$ cat config.mk
export PLATFORM = sky130hd
export DESIGN_NAME = adc_result_monitor
export DESIGN_NICKNAME = d
export VERILOG_FILES = /design/src/rtl/adc_mon_pkg.sv /design/src/rtl/adc_mon_wrap_cnt.sv /design/src/rtl/adc_mon_accum.sv /design/src/rtl/adc_mon_ovr_sync.sv /design/src/rtl/adc_mon_irq_gen.sv /design/src/rtl/adc_result_monitor.sv
export SDC_FILE = /design/constraint.sdc
export NUM_CORES = 1
export LEC_CHECK = 0
export BUFFER_PORTS_ARGS = -buffer_cell sky130_fd_sc_hd__buf_2
export CAP_MARGIN = 20
export CORE_UTILIZATION = 40
export DETAILED_ROUTE_END_ITERATION = 16
export MAX_ROUTING_LAYER = met4
export PLACE_DENSITY = 0.6
export SYNTH_ARGS = -nofsm -noshare
export SYNTH_HDL_FRONTEND = slang
export SYNTH_HIERARCHICAL = 1
export SYNTH_SLANG_ARGS = --single-unit
$ cat constraint.sdc
create_clock -name clk_i -period 3.5 [get_ports clk_i]
set_input_delay 1.05 -clock clk_i [delete_from_list [all_inputs] [get_ports clk_i]]
set_output_delay 1.05 -clock clk_i [all_outputs]
set_load 0.05 [all_outputs]
$ cat src/rtl/adc_mon_pkg.sv
package adc_mon_pkg;
  localparam int unsigned NUM_SRC = 4;
  typedef enum logic [1:0] {
    SRC_RES_CNT = 2'd0,
    SRC_THR_CNT = 2'd1,
    SRC_OVR     = 2'd2,
    SRC_READY   = 2'd3
  } irq_src_e;
endpackage

$ cat src/rtl/adc_mon_wrap_cnt.sv
module adc_mon_wrap_cnt #(
  parameter int unsigned CNT_W = 8
) (
  input  logic             clk_i,
  input  logic             rst_ni,
  input  logic             inc_i,
  input  logic             dec_i,
  input  logic             clr_i,
  input  logic [CNT_W-1:0] limit_i,
  output logic [CNT_W-1:0] cnt_o,
  output logic             wrap_o
);
  logic [CNT_W-1:0] cnt_q, cnt_d;

  always_comb begin
    cnt_d  = cnt_q;
    wrap_o = 1'b0;
    if (clr_i) begin
      cnt_d = '0;
    end else if (inc_i) begin
      if (cnt_q >= limit_i) begin
        cnt_d  = '0;
        wrap_o = 1'b1;
      end else begin
        cnt_d = cnt_q + 1'b1;
      end
    end else if (dec_i && cnt_q != '0) begin
      cnt_d = cnt_q - 1'b1;
    end
  end

  always_ff @(posedge clk_i or negedge rst_ni) begin
    if (!rst_ni) cnt_q <= '0;
    else         cnt_q <= cnt_d;
  end

  assign cnt_o = cnt_q;

  a_r2_wrap_reload: assert property (@(posedge clk_i) disable iff (!rst_ni)
    wrap_o |=> cnt_o == '0);
  a_r5_no_underflow: assert property (@(posedge clk_i) disable iff (!rst_ni)
    (dec_i && !inc_i && !clr_i && cnt_o == '0) |=> cnt_o == '0);
  a_r12_clear: assert property (@(posedge clk_i) disable iff (!rst_ni)
    clr_i |=> cnt_o == '0);
endmodule

$ cat src/rtl/adc_mon_accum.sv
module adc_mon_accum #(
  parameter int unsigned DATA_W = 16,
  parameter int unsigned ACC_W  = 32
) (
  input  logic              clk_i,
  input  logic              rst_ni,
  input  logic              add_i,
  input  logic              clr_i,
  input  logic [DATA_W-1:0] data_i,
  output logic [ACC_W-1:0]  acc_o
);
  localparam int unsigned EXT_W = ACC_W - DATA_W;

  logic [ACC_W-1:0] acc_q, data_ext;

  assign data_ext = {{EXT_W{data_i[DATA_W-1]}}, data_i};

  always_ff @(posedge clk_i or negedge rst_ni) begin
    if (!rst_ni)    acc_q <= '0;
    else if (clr_i) acc_q <= '0;
    else if (add_i) acc_q <= acc_q + data_ext;
  end

  assign acc_o = acc_q;

  a_r8_clear_wins: assert property (@(posedge clk_i) disable iff (!rst_ni)
    clr_i |=> acc_o == '0);
  a_r7_hold: assert property (@(posedge clk_i) disable iff (!rst_ni)
    (!add_i && !clr_i) |=> $stable(acc_o));
endmodule

$ cat src/rtl/adc_mon_ovr_sync.sv
module adc_mon_ovr_sync #(
  parameter int unsigned STAGES = 2
) (
  input  logic clk_i,
  input  logic rst_ni,
  input  logic async_i,
  output logic rise_o
);
  logic [STAGES-1:0] sync_q;
  logic              last_q;

  genvar g;
  generate
    for (g = 0; g < STAGES; g++) begin : g_stage
      if (g == 0) begin : g_first
        always_ff @(posedge clk_i or negedge rst_ni) begin
          if (!rst_ni) sync_q[0] <= 1'b0;
          else         sync_q[0] <= async_i;
        end
      end else begin : g_next
        always_ff @(posedge clk_i or negedge rst_ni) begin
          if (!rst_ni) sync_q[g] <= 1'b0;
          else         sync_q[g] <= sync_q[g-1];
        end
      end
    end
  endgenerate

  always_ff @(posedge clk_i or negedge rst_ni) begin
    if (!rst_ni) last_q <= 1'b0;
    else         last_q <= sync_q[STAGES-1];
  end

  assign rise_o = sync_q[STAGES-1] & ~last_q;

  a_r9_single_pulse: assert property (@(posedge clk_i) disable iff (!rst_ni)
    rise_o |=> !rise_o);
endmodule

$ cat src/rtl/adc_mon_irq_gen.sv
module adc_mon_irq_gen
  import adc_mon_pkg::*;
(
  input  logic               clk_i,
  input  logic               rst_ni,
  input  logic [NUM_SRC-1:0] evt_i,
  input  irq_src_e           sel_i,
  input  logic               clr_i,
  output logic               irq_o
);
  logic set, irq_q;

  assign set = evt_i[sel_i];

  always_ff @(posedge clk_i or negedge rst_ni) begin
    if (!rst_ni)    irq_q <= 1'b0;
    else if (set)   irq_q <= 1'b1;
    else if (clr_i) irq_q <= 1'b0;
  end

  assign irq_o = irq_q;

  a_r11_sticky: assert property (@(posedge clk_i) disable iff (!rst_ni)
    (irq_o && !clr_i) |=> irq_o);
  a_r11_clear: assert property (@(posedge clk_i) disable iff (!rst_ni)
    (clr_i && evt_i == '0) |=> !irq_o);
  a_r10_quiet: assert property (@(posedge clk_i) disable iff (!rst_ni)
    (!irq_o && evt_i == '0) |=> !irq_o);
endmodule

$ cat src/rtl/adc_result_monitor.sv
module adc_result_monitor
  import adc_mon_pkg::*;
#(
  parameter int unsigned DATA_W = 16,
  parameter int unsigned CNT_W  = 8,
  parameter int unsigned ACC_W  = 32,
  parameter int unsigned SYNC_N = 2
) (
  input  logic              clk_i,
  input  logic              rst_ni,
  input  logic              res_valid_i,
  input  logic [DATA_W-1:0] res_data_i,
  input  logic [DATA_W-1:0] thr_level_i,
  input  logic [CNT_W-1:0]  res_limit_i,
  input  logic [CNT_W-1:0]  thr_limit_i,
  input  logic              thr_clr_mode_i,
  input  logic              cnt_clr_i,
  input  logic              acc_en_i,
  input  logic              acc_clr_i,
  input  logic              ovr_i,
  input  logic [1:0]        irq_sel_i,
  input  logic              irq_clr_i,
  output logic [CNT_W-1:0]  res_cnt_o,
  output logic [CNT_W-1:0]  thr_cnt_o,
  output logic [ACC_W-1:0]  acc_o,
  output logic              irq_o
);
  logic above, below;
  logic res_wrap, thr_wrap, ovr_rise;
  logic [NUM_SRC-1:0] evt;

  // signed compare; equality is neither above nor below
  assign above = res_valid_i && ($signed(res_data_i) > $signed(thr_level_i));
  assign below = res_valid_i && ($signed(res_data_i) < $signed(thr_level_i));

  adc_mon_wrap_cnt #(.CNT_W(CNT_W)) u_res_cnt (
    .clk_i   (clk_i),
    .rst_ni  (rst_ni),
    .inc_i   (res_valid_i),
    .dec_i   (1'b0),
    .clr_i   (cnt_clr_i),
    .limit_i (res_limit_i),
    .cnt_o   (res_cnt_o),
    .wrap_o  (res_wrap)
  );

  adc_mon_wrap_cnt #(.CNT_W(CNT_W)) u_thr_cnt (
    .clk_i   (clk_i),
    .rst_ni  (rst_ni),
    .inc_i   (above),
    .dec_i   (below && !thr_clr_mode_i),
    .clr_i   (cnt_clr_i || (below && thr_clr_mode_i)),
    .limit_i (thr_limit_i),
    .cnt_o   (thr_cnt_o),
    .wrap_o  (thr_wrap)
  );

  adc_mon_accum #(.DATA_W(DATA_W), .ACC_W(ACC_W)) u_accum (
    .clk_i  (clk_i),
    .rst_ni (rst_ni),
    .add_i  (res_valid_i && acc_en_i),
    .clr_i  (acc_clr_i),
    .data_i (res_data_i),
    .acc_o  (acc_o)
  );

  adc_mon_ovr_sync #(.STAGES(SYNC_N)) u_ovr_sync (
    .clk_i   (clk_i),
    .rst_ni  (rst_ni),
    .async_i (ovr_i),
    .rise_o  (ovr_rise)
  );

  always_comb begin
    evt = '0;
    evt[SRC_RES_CNT] = res_wrap;
    evt[SRC_THR_CNT] = thr_wrap;
    evt[SRC_OVR]     = ovr_rise;
    evt[SRC_READY]   = res_valid_i;
  end

  adc_mon_irq_gen u_irq_gen (
    .clk_i  (clk_i),
    .rst_ni (rst_ni),
    .evt_i  (evt),
    .sel_i  (irq_src_e'(irq_sel_i)),
    .clr_i  (irq_clr_i),
    .irq_o  (irq_o)
  );

  a_r4_equal_holds: assert property (@(posedge clk_i) disable iff (!rst_ni)
    (res_valid_i && res_data_i == thr_level_i && !cnt_clr_i) |=> $stable(thr_cnt_o));
  a_r4_idle_holds: assert property (@(posedge clk_i) disable iff (!rst_ni)
    (!res_valid_i && !cnt_clr_i) |=> $stable(res_cnt_o) && $stable(thr_cnt_o));
  a_r6_below_clears: assert property (@(posedge clk_i) disable iff (!rst_ni)
    (below && thr_clr_mode_i) |=> thr_cnt_o == '0);
endmodule

==> metrics, run 1 <==
top post-synthesis cells by area=dfrtp_1, ha_1, nor2_1; Worst Min Path Start=u_ovr_sync/sync_q[0]; DIE HEIGHT=approximately 120 microns; Reg power frac=0.269; PnR Total Power=3394 uW; post-synthesis instance total=606; outcome=completed; remaining antenna violation count=0; clock tree buffer depth=2; WL met1=6.912 mm; initial antenna violation count=0; Peak Freq=~290 MHz; post-detail-place hpwl=11.67 mm; Final Cell Area=between 0.006 and 0.007 sq mm; area of the mapped netlist=approximately 0.0053 sq mm; vias in the first global route=roughly 5k; DP Worst Slack=-0.4141 ns; pwr dens=approximately 490 mW/mm^2; CP endpoint kind=register; CP dominant cell by count=a21o_1; met2 WL post-DR=7.145 mm; min Tclk post-route=between 3 and 4 ns; Met3 Wirelength=between 500 and 600 microns; total CTS buffers=5; Core Region=between 0.01 and 0.015 sq mm; Fin Setup TNS=0 ns; cell family with most CP delay=compound AO/OA/AOI/OAI gates; dominant synthesized flop cell=dfrtp_1; global route overflow=0; Post-synth ARST share=1.000; pin count of the biggest net entering global routing=35; WP buf/inv=2; Tcrit/Tclk final=0.9991; max-slew violation count=0; Synth Area in Compound Gates=0.2513; switch share=0.4616; FF+latch count, synth=between 50 and 60; Die ar.=between 0.01 and 0.015 sq mm; Post-synth EDFFs=0; largest family of logic cells by synthesized area=compound AO/OA/AOI/OAI gates; Clock Skews=0.008332 ns; crit-path max cell delay=roughly 0.5 ns; Synth top area share=0.2475; area leader, netlist=dfrtp_1; worst-path fanout max=7; CP startpoint kind=input pin; Logic pwr share=0.578; final WL=~15 mm; Data arrival, critical path=3.67 ns; WS Path Type=input pin to register; Avg Inst Size Synth=8.676 sq um; DRT iter0 DRCs=about 300; CTS tree=done; first-pass GRT wire length=~24 mm; Cell Rows=between 40 and 50; HP Class=register to register; most frequent cells in the layout=buf_2, buf_4, ha_1, nor2_1, dfrtp_1; drt first pass iters=5; hold depth=0; hold endpoint=u_ovr_sync/sync_q[1]; RR Endpoint=u_accum/acc_o[31]; CTS root buf=clkbuf_16; Synth cell types=74; IO Pins=roughly 110; unrepaired setup endpoints after global routing=yes; Required @ worst endpoint=3.67 ns; multi-input logic area=around 0.0039 sq mm; actual slew at the worst max-slew pin=about 0.65 ns; commonest non-fill, non-tap cell in the layout=buf_2; clock sinks=52; GR Util All Layers=0.2273; Layout area overhead=32.37%; fraction of layout cells with a size suffix above 1=0.3286; Power Internal=around 1800 uW; vias=5212; Worst-path clk slew=approximately 0.060 ns; H-Tree Depth=2; Peak VDD IR=roughly 0.4 mV; slew margin rel.=0.5673; Final Hold Viols=0; clock share of power=0.152; fraction of synthesized cell area in xor and xnor cells=0.03498; clk_lat worst skew=roughly 0.29 ns; FF-to-FF Start=u_accum/acc_o[6]; CP Cell Sequence=buf_6, inv_4, ha_4, a21o_1, a31oi_4, o31ai_4, o31a_2, o21a_4, or4b_4, o22ai_4, or3_1, a21o_1, a21oi_1; post-synthesis sequential area ratio=0.2475; proportion of synthesized area in mux cells=0.03689; starting density of the core=0.4133; sequential cell area=~0.0013 sq mm; final setup margin=approximately 0.0033 ns; static leakage=between 0.003 and 0.004 uW; GPL Wtd Cong=between 0.8 and 0.9; PortBufs=approximately 110; nets=905; FILL cells=about 1.2k; DR DRC count=0; vias per cell=around 5.5; # Max-Cap Violations=0; R2R Setup Slk=0.71 ns; Worst path slowest cell=or4b_4; P_sw=roughly 1600 uW; n_diodes=0; highest metal used=met4; final setup vio count=0; WL per Instance=around 16 microns; chip width=about 120 microns; dpl cell area=about 0.0065 sq mm; R2R cell count=9; Adder-Cell Fraction of Synth Area=0.1680; Simple-Gate Fraction of Synth Area=0.2040; Synthesized Nets=~740; warnings from Yosys=6
==> registers in the layout (all words and copies together), names as in the netlist <==
signal and cells:
u_thr_cnt/cnt_o 8, u_accum/acc_o 32, u_ovr_sync/sync_q 2, u_irq_gen/irq_o 1, u_res_cnt/cnt_o 8, u_ovr_sync/last_q 1
==> what timing repair did <==
item / 4_1_cts / 5_1_grt
gates resized for setup: 2 / 45
pin swaps: 2 / 25
buffers inserted: 0 / 5
setup endpoints to repair: 9 / 9
hold buffers: 0 / 0
==> cell families after synthesis <==
| group | count (synthesis) |
|---|---|
| fa+ha+maj | 70 |
| mux | 18 |
| flops | 52 |
| buf+inv | 70 |
| xor+xnor | 21 |
| simple gates | 191 |
| other cells | 1 |
| compound gates | 183 |
==> cells in the mapped netlist (5+ instances only) <==
| master | count |
|---|---|
| nor2_1 | 55 |
| a31oi_1 | 13 |
| nand2b_1 | 5 |
| nor4_1 | 7 |
| ha_1 | 69 |
| or3_1 | 9 |
| nor3b_1 | 6 |
| nor3_1 | 13 |
| o21ai_0 | 25 |
| inv_1 | 48 |
| nor2b_1 | 17 |
| nand4_1 | 11 |
| nand2_1 | 26 |
| a21o_1 | 22 |
| nand3_1 | 13 |
| a21oi_1 | 41 |
| mux2i_1 | 16 |
| o31ai_1 | 8 |
| xor2_1 | 7 |
| dfrtp_1 | 52 |
| a22o_1 | 13 |
| clkbuf_1 | 11 |
| o21a_1 | 7 |
| xnor2_1 | 14 |
==> power by group through the flow <==
stage,Combinational (uW),Clock [uW],Sequential (uW)
after floorplan,1090,0,1210
after global placement,1850,0,918
after detailed placement,1900,0,928
after CTS,1900,536,918
after global routing,2150,560,943
final,1960,517,914
==> area by class of cell <==
| type | count | share of cell area |
|---|---|---|
| inverter | 48 | 0.02805 |
| timing repair buffer | 185 | 0.1762 |
| tap | 172 | 0.03092 |
| multi-input combinational | 484 | 0.5559 |
| sequential | 52 | 0.1870 |
| clock buffer | 7 | 0.02193 |
==> per-layer routing <==
metal | GRT usage | vias to the layer above
met1 | 0.2954 | 2482
li1 | - | 2588
met2 | 0.3811 | 128
met4 | 0.04979 | 0
met3 | 0.02387 | 14
met5 | - | -
==> stage by stage <==
step	util	instances	hold WS (ns)
after detailed placement	0.5118	936	0.3603
after CTS	0.5241	943	0.3752
after floorplan	-	606	0.3312
after global routing	0.5470	948	0.3743
after global placement	0.5118	936	0.3366
final	0.5470	948	0.3714
==> worst reg2reg max path, delay by kind of cell, from the launching register on <==
kind	cells	cell delay [ns]
AO/OA/AOI/OAI	5	0.89
AND/OR/NAND/NOR	2	0.71
adder cells (fa/ha/maj)	1	0.33
multiplexers	1	0.34
flip-flops	1	0.41
==> worst max path at each step <==
| stage | depth (start not counted) | to | from | slack, ns |
|---|---|---|---|---|
| floorplan | 15 | u_irq_gen/irq_o | thr_level_i[1] | -0.17 |
| finish | 13 | u_thr_cnt/cnt_o[6] | thr_level_i[13] | 0.003 |
| detailed placement | 14 | u_thr_cnt/cnt_o[6] | thr_level_i[1] | -0.41 |
| CTS | 14 | u_irq_gen/irq_o | thr_level_i[1] | 0.003 |
| global placement | 14 | u_irq_gen/irq_o | thr_level_i[1] | -0.30 |
| global route | 13 | u_thr_cnt/cnt_o[6] | thr_level_i[5] | -0.09 |
Power figures use the tool's default switching activity.
==> run 2, diff against run 1 <==
--- a/config.mk
+++ b/config.mk
@@ -8,4 +8,5 @@
 export BUFFER_PORTS_ARGS = -buffer_cell sky130_fd_sc_hd__buf_2
 export CAP_MARGIN = 20
+export CORE_ASPECT_RATIO = 0.75
 export CORE_UTILIZATION = 40
 export DETAILED_ROUTE_END_ITERATION = 16
==> constraint.sdc (replaced) <==
create_clock -name clk_i -period 3.5 [get_ports clk_i]
set_input_delay 0.7 -clock clk_i [delete_from_list [all_inputs] [get_ports clk_i]]
set_output_delay 0.7 -clock clk_i [all_outputs]
set_load 0.05 [all_outputs]
==> run 2 against run 1 <==
  * Worst setup slack improved by 0.20 ns
  * First-iteration DRC count is 4.4% higher
  * Via count down 3.3%
  * Die area about the same
  * Final area is 10% lower
  * Critical path depth down 1
  * Critical path type unchanged
==> metrics, run 2 (same netlist as run 1, synthesis figures left out) <==
clk_lat worst skew=0.30 ns (about the same); post-CTS resize count=0 (-2); outcome=completed; CP Cell Sequence=buf_2, ha_1, a21oi_1, buf_4, a2111oi_4, o31a_2, o21a_1, buf_4, or3_2, nor4_1, o41ai_1, a22o_1; Met3 Wirelength=674 microns (+34%); first-pass GRT wire length=23.94 mm (+0.61%); drt first pass iters=5 (unchanged); fraction of layout cells with a size suffix above 1=0.2448 (-0.08377); min Tclk post-route=3.297 ns (-0.1993 ns); Final Hold Viols=0 (unchanged); nets=855 (-5.5%); post-detail-place hpwl=11.42 mm (-2.1%); GR Util All Layers=0.2282 (+0.0008570); IO Pins=108 (unchanged); Peak VDD IR=0.2877 mV (-28%); DRT iter0 DRCs=311 (+4.4%); total CTS buffers=5 (unchanged); WL per Instance=16.37 microns (+4.9%); slew margin rel.=0.5219 (-0.04541); CP startpoint kind=input pin; CTS tree=done; remaining antenna violation count=0 (unchanged); static leakage=0.003248 uW (-8.0%); highest metal used=met4; max reg flops=32 (unchanged); Worst path slowest cell=or3_2; # Max-Cap Violations=0 (unchanged); initial antenna violation count=0 (unchanged); PortBufs=107 (unchanged); final WL=14.62 mm (-1.2%); WS Path Type=input pin to register; worst-path fanout max=6 (-1); global route overflow=0 (unchanged); unrepaired setup endpoints after global routing=no; DIE HEIGHT=101.3 microns (-13%); Hold Worst Slack=0.3829 ns (+0.01156 ns); CP dominant cell by count=buf_4; final setup vio count=0 (unchanged); Clock Skews=0.006931 ns (-0.001400 ns); clock sinks=52 (unchanged); Tcrit/Tclk final=0.9421 (-0.05695); CTS root buf=clkbuf_16; postcts setup bufs=0 (unchanged); Core Region=0.01252 sq mm (-1.6%); DR DRC count=0 (unchanged); Die ar.=0.01361 sq mm (about the same); Layout area overhead=19.01%; vias per cell=5.642 (+2.6%); vias in the first global route=4756 (-2.9%); Data arrival, critical path=3.49 ns (-0.18 ns); actual slew at the worst max-slew pin=0.7171 ns (+0.07050 ns); pwr dens=532.6 mW/mm^2 (+9.2%); HP Class=register to register; chip width=134.4 microns (+15%); pin count of the biggest net entering global routing=35 (unchanged); most frequent cells in the layout=buf_2, ha_1, nor2_1, dfrtp_1, inv_1; cell family with most CP delay=compound AO/OA/AOI/OAI gates; H-Tree Depth=2 (unchanged); Peak Freq=303.3 MHz (+6.0%); # hold bufs at CTS=0 (unchanged); starting density of the core=0.4198 (+0.006523); Cell Rows=35 (-15%); commonest non-fill, non-tap cell in the layout=buf_2; Required @ worst endpoint=3.69 ns (+0.02 ns); WP buf/inv=3 (+1); crit-path max cell delay=0.44 ns (-0.06 ns); DP Worst Slack=-0.08745 ns (+0.3267 ns); max-slew violation count=0 (unchanged); met2 WL post-DR=6.218 mm (-13%); Worst-path clk slew=0.07 ns (about the same); FILL cells=1237 (+2.3%); final setup margin=0.2026 ns (+0.1993 ns); n_diodes=0 (unchanged); vias=5038 (-3.3%); WL met1=7.604 mm (+10%); GPL Wtd Cong=0.8919 (+4.2%); clock tree buffer depth=2 (unchanged); CP endpoint kind=register
## run 2: cell types whose count changed in the layout (fill, tap and decap cells not counted), sizes merged
| cell | before | now |
|---|---|---|
| clkinv | 0 | 1 |
| buf | 185 | 135 |
| clkbuf | 7 | 6 |
| bufinv | 0 | 1 |
## run 2: area by class of cell
type | instances | area, sq um | area share
Sequential cell | 52 | 1301 | 0.2080
Multi-Input combinational cell | 484 | 3659 | 0.5847
Timing Repair Buffer | 135 | 745.7 | 0.1192
Clock buffer | 6 | 128.9 | 0.02060
Clock inverter | 2 | 35.03 | 0.005599
Inverter | 48 | 180.2 | 0.02879
Tap cell | 166 | 207.7 | 0.03319
## run 2: stage by stage
step                instances  setup TNS (ns)  instance area (sq um)  total power [uW]    util
detailed placement        885         -0.2511                   6093              2759  0.4865
floorplan                 606               0                   5258              2299       -
CTS                       893               0                   6257              3351  0.4996
global route              893               0                   6257              3578  0.4996
global placement          885         -0.1829                   6093              2725  0.4865
finish                    893               0                   6257              3332  0.4996
## run 2: final timing paths
check	from	slack [ns]	depth (start not counted)	endpoint
setup / recovery	res_data_i[3]	0.20	12	u_thr_cnt/cnt_o[5]
min in group asynchronous	rst_ni	0.45	1	u_accum/acc_o[18]
hold / removal	u_ovr_sync/sync_q[0]	0.38	0	u_ovr_sync/sync_q[1]
max in group asynchronous	rst_ni	2.38	2	u_res_cnt/cnt_o[7]
hold reg to reg	u_ovr_sync/sync_q[0]	0.38	0	u_ovr_sync/sync_q[1]
setup reg to reg	u_accum/acc_o[6]	0.59	9	u_accum/acc_o[31]
## run 2: power breakdown
group / internal, uW / switching, uW
logic: 729 / 1130
clock network: 337 / 231
registers: 705 / 205
## run 2: routing by layer
layer	GRT usage	vias to the layer above
li1	-	2497
met1	0.3304	2389
met2	0.3396	140
met3	0.02703	12
met4	0.04754	0
met5	-	-
